<file path="config.mk">
export PLATFORM = sky130hd
export DESIGN_NAME = gpio_bank
export DESIGN_NICKNAME = d
export VERILOG_FILES = /design/src/rtl/gpio_pkg.sv /design/src/rtl/gpio_bus_decode.sv /design/src/rtl/gpio_in_sync.sv /design/src/rtl/gpio_port_regs.sv /design/src/rtl/gpio_bank.sv
export SDC_FILE = /design/constraint.sdc
export NUM_CORES = 1
export LEC_CHECK = 0
export BUFFER_PORTS_ARGS = -buffer_cell sky130_fd_sc_hd__clkbuf_2
export CAP_MARGIN = 20
export CORE_ASPECT_RATIO = 0.5
export CORE_MARGIN = 1
export CORE_UTILIZATION = 45
export DETAILED_ROUTE_END_ITERATION = 10
export GPL_ROUTABILITY_DRIVEN = 0
export GPL_TIMING_DRIVEN = 0
export PLACE_DENSITY_LB_ADDON = 0.1
export SYNTH_ARGS = -nofsm -noshare
export SYNTH_HDL_FRONTEND = slang
export SYNTH_HIERARCHICAL = 1
export SYNTH_SLANG_ARGS = --single-unit
export TNS_END_PERCENT = 50
</file>
<file path="constraint.sdc">
create_clock -name clk -period 4.5 [get_ports clk]
set_input_delay 0.9 -clock clk [delete_from_list [all_inputs] [get_ports clk]]
set_output_delay 0.9 -clock clk [all_outputs]
set_load 0.05 [all_outputs]
</file>
<file path="src/rtl/gpio_pkg.sv">
package gpio_pkg;

  typedef enum logic [2:0] {
    GRP_CFG  = 3'd0,
    GRP_OE   = 3'd1,
    GRP_OUT  = 3'd2,
    GRP_IN   = 3'd3,
    GRP_STA  = 3'd4,
    GRP_EN   = 3'd5,
    GRP_TYPE = 3'd6,
    GRP_CLR  = 3'd7
  } grp_e;

  localparam int GRP_W = 3;

  // Keep bits outside the mask, take new bits inside it.
  function automatic logic [7:0] merge_bits(input logic [7:0] old_v,
                                            input logic [7:0] new_v,
                                            input logic [7:0] mask);
    return (old_v & ~mask) | (new_v & mask);
  endfunction

endpackage

</file>
<file path="src/rtl/gpio_bus_decode.sv">
module gpio_bus_decode
  import gpio_pkg::*;
#(
  parameter int ADDR_W    = 12,
  parameter int NPORT     = 4,
  parameter int UPPER_OFS = 'h80,
  localparam int PORT_W   = $clog2(NPORT),
  localparam int GRP_LSB  = 2 + PORT_W
) (
  input  logic [ADDR_W-1:0] bus_addr,
  output grp_e              dec_grp,
  output logic [PORT_W-1:0] dec_port,
  output logic              dec_masked
);

  localparam logic [ADDR_W-1:0] ALIAS_BIT = ADDR_W'(UPPER_OFS);

  assign dec_port   = bus_addr[2 +: PORT_W];
  assign dec_grp    = grp_e'(bus_addr[GRP_LSB +: GRP_W]);
  assign dec_masked = |(bus_addr & ALIAS_BIT);

  logic unused_addr;
  assign unused_addr = ^bus_addr;

endmodule

</file>
<file path="src/rtl/gpio_in_sync.sv">
module gpio_in_sync #(
  parameter int WIDTH = 32
) (
  input  logic             clk,
  input  logic             rst,
  input  logic [WIDTH-1:0] async_in,
  output logic [WIDTH-1:0] sync_out
);

  logic [WIDTH-1:0] stage1_q, stage2_q;

  always_ff @(posedge clk) begin
    if (rst) begin
      stage1_q <= '0;
      stage2_q <= '0;
    end else begin
      stage1_q <= async_in;
      stage2_q <= stage1_q;
    end
  end

  assign sync_out = stage2_q;

endmodule

</file>
<file path="src/rtl/gpio_port_regs.sv">
module gpio_port_regs
  import gpio_pkg::*;
#(
  parameter int PIN_W = 8
) (
  input  logic               clk,
  input  logic               rst,
  input  logic               wr_hit,
  input  logic               masked,
  input  grp_e               grp,
  input  logic [2*PIN_W-1:0] wdata,
  output logic [PIN_W-1:0]   cfg_q,
  output logic [PIN_W-1:0]   oe_q,
  output logic [PIN_W-1:0]   out_q,
  output logic [PIN_W-1:0]   en_q,
  output logic [PIN_W-1:0]   type_q,
  output logic [PIN_W-1:0]   clr_q,
  output logic [PIN_W-1:0]   sta_wmask_q,
  output logic [PIN_W-1:0]   sta_wval_q
);

  logic [PIN_W-1:0] wr_val, wr_mask;

  assign wr_val  = wdata[PIN_W-1:0];
  assign wr_mask = masked ? wdata[2*PIN_W-1:PIN_W] : '1;

  always_ff @(posedge clk) begin
    if (rst) begin
      cfg_q       <= '0;
      oe_q        <= '0;
      out_q       <= '0;
      en_q        <= '0;
      type_q      <= '0;
      clr_q       <= '0;
      sta_wmask_q <= '0;
      sta_wval_q  <= '0;
    end else begin
      clr_q       <= '0;
      sta_wmask_q <= '0;
      sta_wval_q  <= '0;
      if (wr_hit) begin
        case (grp)
          GRP_CFG:  cfg_q  <= merge_bits(cfg_q,  wr_val, wr_mask);
          GRP_OE:   oe_q   <= merge_bits(oe_q,   wr_val, wr_mask);
          GRP_OUT:  out_q  <= merge_bits(out_q,  wr_val, wr_mask);
          GRP_EN:   en_q   <= merge_bits(en_q,   wr_val, wr_mask);
          GRP_TYPE: type_q <= merge_bits(type_q, wr_val, wr_mask);
          GRP_CLR:  if (!masked) clr_q <= wr_val;
          GRP_STA: if (masked) begin
            sta_wmask_q <= wr_mask;
            sta_wval_q  <= wr_val & wr_mask;
          end
          default: ;
        endcase
      end
    end
  end

  // unmasked bits of the output-data register survive a masked write
  p_mask_keep_r3: assert property (@(posedge clk) disable iff (rst)
    (wr_hit && masked && grp == GRP_OUT) |=>
      (((out_q ^ $past(out_q)) & ~$past(wdata[2*PIN_W-1:PIN_W])) == '0));

  // same for the configuration register
  p_mask_keep_cfg_r3: assert property (@(posedge clk) disable iff (rst)
    (wr_hit && masked && grp == GRP_CFG) |=>
      (((cfg_q ^ $past(cfg_q)) & ~$past(wdata[2*PIN_W-1:PIN_W])) == '0));

endmodule

</file>
<file path="src/rtl/gpio_bank.sv">
module gpio_bank
  import gpio_pkg::*;
#(
  parameter int ADDR_W    = 12,
  parameter int DATA_W    = 32,
  parameter int NPORT     = 4,
  parameter int PIN_W     = 8,
  parameter int UPPER_OFS = 'h80,
  localparam int NPIN     = NPORT * PIN_W,
  localparam int PORT_W   = $clog2(NPORT)
) (
  input  logic              clk,
  input  logic              rst,
  input  logic              bus_wr,
  input  logic              bus_rd,
  input  logic [ADDR_W-1:0] bus_addr,
  input  logic [DATA_W-1:0] bus_wdata,
  output logic [DATA_W-1:0] bus_rdata,
  input  logic [NPIN-1:0]   pad_in,
  output logic [NPIN-1:0]   pad_out,
  output logic [NPIN-1:0]   pad_oe,
  output logic [NPIN-1:0]   gpio_mode,
  output logic [NPIN-1:0]   pin_level,
  output logic [NPIN-1:0]   irq_en,
  output logic [NPIN-1:0]   irq_type,
  input  logic [NPIN-1:0]   irq_sta,
  output logic [NPIN-1:0]   irq_clr,
  output logic [NPIN-1:0]   irq_sta_wmask,
  output logic [NPIN-1:0]   irq_sta_wval
);

  grp_e              dec_grp;
  logic [PORT_W-1:0] dec_port;
  logic              dec_masked;

  gpio_bus_decode #(
    .ADDR_W(ADDR_W), .NPORT(NPORT), .UPPER_OFS(UPPER_OFS)
  ) u_decode (
    .bus_addr  (bus_addr),
    .dec_grp   (dec_grp),
    .dec_port  (dec_port),
    .dec_masked(dec_masked)
  );

  gpio_in_sync #(.WIDTH(NPIN)) u_sync (
    .clk     (clk),
    .rst     (rst),
    .async_in(pad_in),
    .sync_out(pin_level)
  );

  logic [PIN_W-1:0] cfg_a [NPORT];
  logic [PIN_W-1:0] oe_a  [NPORT];
  logic [PIN_W-1:0] out_a [NPORT];
  logic [PIN_W-1:0] en_a  [NPORT];
  logic [PIN_W-1:0] ty_a  [NPORT];
  logic [PIN_W-1:0] in_a  [NPORT];
  logic [PIN_W-1:0] sta_a [NPORT];

  for (genvar p = 0; p < NPORT; p++) begin : g_port
    logic port_hit;
    assign port_hit = bus_wr && (dec_port == PORT_W'(p));

    gpio_port_regs #(.PIN_W(PIN_W)) u_regs (
      .clk        (clk),
      .rst        (rst),
      .wr_hit     (port_hit),
      .masked     (dec_masked),
      .grp        (dec_grp),
      .wdata      (bus_wdata[2*PIN_W-1:0]),
      .cfg_q      (cfg_a[p]),
      .oe_q       (oe_a[p]),
      .out_q      (out_a[p]),
      .en_q       (en_a[p]),
      .type_q     (ty_a[p]),
      .clr_q      (irq_clr[p*PIN_W +: PIN_W]),
      .sta_wmask_q(irq_sta_wmask[p*PIN_W +: PIN_W]),
      .sta_wval_q (irq_sta_wval[p*PIN_W +: PIN_W])
    );

    assign gpio_mode[p*PIN_W +: PIN_W] = cfg_a[p];
    assign pad_out[p*PIN_W +: PIN_W]   = out_a[p];
    assign pad_oe[p*PIN_W +: PIN_W]    = cfg_a[p] & oe_a[p];
    assign irq_en[p*PIN_W +: PIN_W]    = en_a[p];
    assign irq_type[p*PIN_W +: PIN_W]  = ty_a[p];
    assign in_a[p]  = pin_level[p*PIN_W +: PIN_W];
    assign sta_a[p] = irq_sta[p*PIN_W +: PIN_W];
  end

  logic [PIN_W-1:0] rd_byte;

  always_comb begin
    rd_byte = '0;
    case (dec_grp)
      GRP_CFG:  rd_byte = cfg_a[dec_port];
      GRP_OE:   rd_byte = oe_a[dec_port];
      GRP_OUT:  rd_byte = out_a[dec_port];
      GRP_IN:   rd_byte = in_a[dec_port];
      GRP_STA:  rd_byte = sta_a[dec_port];
      GRP_EN:   rd_byte = en_a[dec_port];
      GRP_TYPE: rd_byte = ty_a[dec_port];
      default:  rd_byte = '0;
    endcase
  end

  always_ff @(posedge clk) begin
    if (rst) begin
      bus_rdata <= '0;
    end else if (bus_rd) begin
      bus_rdata <= {{(DATA_W-PIN_W){1'b0}}, rd_byte};
    end
  end

  logic unused_wdata;
  assign unused_wdata = ^bus_wdata[DATA_W-1:2*PIN_W];

  // pad drivers only move in response to a register write
  p_oe_by_write_r5: assert property (@(posedge clk) disable iff (rst)
    !$stable(pad_oe) |-> $past(bus_wr));

  // read data holds when no read is issued
  p_rdata_hold_r9: assert property (@(posedge clk) disable iff (rst)
    !bus_rd |=> $stable(bus_rdata));

  // a clear pulse always follows a bus write
  p_clr_after_write_r7: assert property (@(posedge clk) disable iff (rst)
    (|irq_clr) |-> $past(bus_wr));

  // status strobes follow a bus write and values stay inside the mask
  p_sta_strobe_r8: assert property (@(posedge clk) disable iff (rst)
    (|irq_sta_wmask) |-> ($past(bus_wr) && ((irq_sta_wval & ~irq_sta_wmask) == '0)));

endmodule

</file>
* Yosys cells after proc, flatten, opt, wreduce, memory -nomap -nowiden
Cells that the tools add are included.
** Storage, ports and cells
- Bits in registers :: 328
- Input port bits :: 112
- Output and inout bits :: 320
** Operators by class
- $lt $le $gt $ge :: 1
- Equality and inequality tests :: 10
- Multiplexer cells :: 29
- Bitwise operators :: 51
- Reduce and logical (&&, ||, !) cells :: 30
** Operator list (count)
- 8-bit bitwise AND :: 25
- 8-bit two-way mux :: 21
- 8-bit bitwise OR :: 20
- 8-bit binary-select mux with 2-bit select :: 7
- 8-bit one-hot mux with 7 select lines :: 1
- 2-bit AND reduction :: 20
- 3-bit == test, second input constant :: 4
- 8-bit inverter :: 1
- 2-bit OR reduction :: 4
- 3-bit by 2-bit == test with 1-bit output, second input constant :: 2
- 2-bit == test, second input constant :: 2
- 1-bit logical AND :: 4
- 1-bit inverter :: 4
- 3-bit by 1-bit == test with 1-bit output, second input constant :: 1
- 3-bit greater-or-equal comparator, second input constant :: 1
- 3-bit zero test :: 1
- 2-bit inverter with 3-bit output :: 1
- 2-bit by 1-bit == test with 1-bit output, second input constant :: 1
- 2-bit zero test :: 1

* Depth between registers and ports, before layout
- Depth in word-level cells :: 5
- Depth in mapped cells :: 11
- Depth with buffers taken out :: 5

* By module
The synthesis kept the hierarchy.
** Modules (own cells, without submodules)
- gpio_port_regs :: instances 4, cells each 244, area an instance 2498.6 sq um, sequential area each 1281.2 sq um
- gpio_bank :: instances 1, cells each 262, area an instance 2738.9 sq um, sequential area each 160.2 sq um
- gpio_in_sync :: instances 1, cells each 135, area an instance 1918.1 sq um, sequential area each 1281.2 sq um
- gpio_bus_decode :: instances 1, cells each 6, area an instance 45.0 sq um, sequential area each 0.0 sq um

* Least setup slack after synthesis
OpenSTA, ideal clock, no wires.
- Path type :: input to register
- Start point :: input bus_addr[3]
- End point :: register with a tool-made name
- Arrival :: 2.863 ns
- Data required time :: 4.428 ns
- Setup slack :: 1.565 ns
- Stages :: 9
- Path buffers :: 5
- Cells stage by stage :: buf_4 clkbuf_8 buf_8 buf_8 buf_2 nor3b_1 or4b_1 nor2b_1 mux2i_1
** RTL lines
- from (decl) :: RTL line gpio_bank.sv:16 : input logic [ADDR_W-1:0] bus_addr,

==> metrics <==
final hold vios=0; GR Util All Layers=between 20% and 30%; global-route wire length before repair=72,930 um; # IOs=432; critical path class=input pin to register; Sum Neg Setup Slack=0 ns; die area=33,430 um2; Slowest-stage cell, CP=nor3b_1; Main synth FF type=dfxtp_1; cts bufs inserted=30; Crit. Startpoint=bus_addr[3]; VDD IR-drop max=0.3123 mV; Buf/Inv on CP=6; Reg clk slew, reported paths=0.07 ns; Routed Antenna Nets=0; initial antenna violation count=2; Synth Instances=1,379; Setup WS pre-CTS=1.008 ns; share of layout cells above drive strength 1=31.97%; syn avg cell area=10.66 um2; Die X=roughly 260 um; Core Box Area=approximately 32,000 um2; Slew @ Worst Pin=approximately 0.82 ns; crit-path max FO=10; Final min period=2.972 ns; CTS tree=done; DR pass1 iterations=7; hold crit path type=register to register; Worst slew margin=44.93%; Fin Clk Skew=roughly 0.014 ns; WP data arrival=3.44 ns; RSZ-0062 raised after global routing=false; Final #Nets=1,925; Die Ht=129.8 um; vias per std cell=5.297; P per Cell Area=around 350 nW/um2; port bufs=379; drt initial violations=1,031; hold-fix buffers at CTS=0; Period Utilization, post-route=66.05%; Starting Density=46.09%; yosys warns=6; Post-synth EDFFs=0; crit end category=register; Detailed Place HPWL=39,740 um; synth top area cells=dfxtp_1 (45%), mux2i_1 (13%), nand2b_1 (9.1%), mux4_2 (4.1%), and2_1 (4.1%); Max stage delay on crit path=about 0.53 ns; Longest Clk Path Bufs=3; vias in the first global route=11,577; Yosys top cell by area=dfxtp_1; final setup margin=~1.5 ns; FP Rows=46; fill count=2,804; H-tree depth=1; Post-Syn Area=14,700 um2; Routed wire per std cell=22.72 um; Seq/Total Area, Yosys=44.68%; DR vias=12,020; Root Buffer=clkbuf_16; cell family with most CP delay=buffers and inverters; Critical Path RT=4.97 ns; asr flop ratio synth=0%; post-CTS setup buffer count=0; largest net degree at the start of global routing=41; Clock Sinks=328; #FFs+latches synth=328; Multi-input gate area=7481 um2; critical path's most frequent cell=buf_8; FF+latch area=approximately 6600 um2; DRC=0; leak pwr=between 0.008 and 0.009 uW; Clock Latency Late Sink=0.58 ns; critical path, cell by cell=buf_4, clkbuf_8, buf_8, buf_8, buf_2, nor3b_1, nor4bb_1, clkbuf_1, nand2_1, mux2i_1; final setup violation count=0; area share of the largest cell type after synthesis=44.68%; status=finished clean; fmax=336.5 MHz; Yosys cell types=43; Final Max Slew Viols=0; grt ovf=0; critical path launch point type=input pin; max cap viols=0; hold_sp=u_sync/stage1_q[22]; CTS resizes=0; DRT Wirelength=51,550 um; area grow syn2layout=24.43%
-- cell usage after synthesis (13+ instances only) --
cell type	count
mux4_2	27
a21oi_1	13
nand2b_1	213
and3_1	46
a22oi_1	21
buf_4	32
clkbuf_1	39
dfxtp_1	328
mux2i_1	191
nand2_1	139
nor2b_2	61
buf_6	15
nor2b_1	45
or2b_1	20
and2_1	97
mux4_1	13
-- final timing paths --
| path | to | slack (ns) | depth (start not counted) |
|---|---|---|---|
| min | u_sync/sync_out[22] | 0.43 | 1 |
| max reg2reg | bus_rdata[0] | 2.44 | 5 |
| max | register | 1.53 | 10 |
| min reg2reg | u_sync/sync_out[22] | 0.43 | 1 |
-- layer usage --
layer	wire [um]	up-vias	global-route usage, %
li1	-	5501	-
met1	20950	5808	37.74
met2	24400	593	50.81
met3	4380	118	5.944
met4	1812	0	10.20
met5	0	-	0
-- placed cells by master (no fill, tap or decap), types with 5 or more instances in the layout --
master / n
and3_1: 46
clkbuf_2: 379
nor2b_1: 45
nand2_1: 139
clkbuf_1: 46
a221oi_1: 7
clkbuf_8: 5
conb_1: 24
clkbuf_16: 31
buf_6: 15
mux4_2: 27
nor2_1: 6
bufinv_16: 6
or2b_1: 20
and2_1: 97
a21oi_1: 13
nor4bb_1: 8
and4b_1: 8
buf_4: 32
mux4_1: 13
mux2i_1: 191
a22oi_1: 21
nand2b_1: 213
buf_8: 5
nor2b_2: 61
dfxtp_1: 328
-- stage by stage --
stage | hold slack, ns | instance area (um2) | instances | util (%) | power [uW]
3_3_place_gp | 0.4175 | 17220 | 2213 | 54.01 | 3638
3_5_place_dp | 0.4200 | 17220 | 2213 | 54.01 | 3647
2_1_floorplan | 0.4138 | 14780 | 1402 | - | 3436
4_1_cts | 0.4384 | 18280 | 2268 | 57.34 | 6413
6_report | 0.4344 | 18290 | 2269 | 57.35 | 6391
5_1_grt | 0.4498 | 18280 | 2268 | 57.34 | 6581
-- cell families (layout without fill, tap and decap cells) --
family | after synthesis | count (layout) | synth area share, %
other cells | 1 | 25 | 0.02552
simple gates | 673 | 673 | 28.50
buf+inv | 99 | 533 | 5.006
mux | 231 | 231 | 19.47
compound gates | 47 | 47 | 2.316
flops | 328 | 328 | 44.68
-- layout make-up --
class / instances / area share (%)
repair buffers: 379 / 10.37
well taps: 432 / 2.956
clock buffers: 39 / 4.461
clock inverters: 16 / 1.355
multi-input cells: 975 / 40.91
plain buffers: 99 / 4.023
diodes: 1 / 0.01368
flip-flops and latches: 328 / 35.91
-- report_power, final --
part	leakage (uW)	internal, uW	switching, uW
logic	0.00551	219	408
clock network	0.000507	1630	1170
registers	0.00266	2940	23.3
No activity file was read; power rests on OpenSTA's default activity.
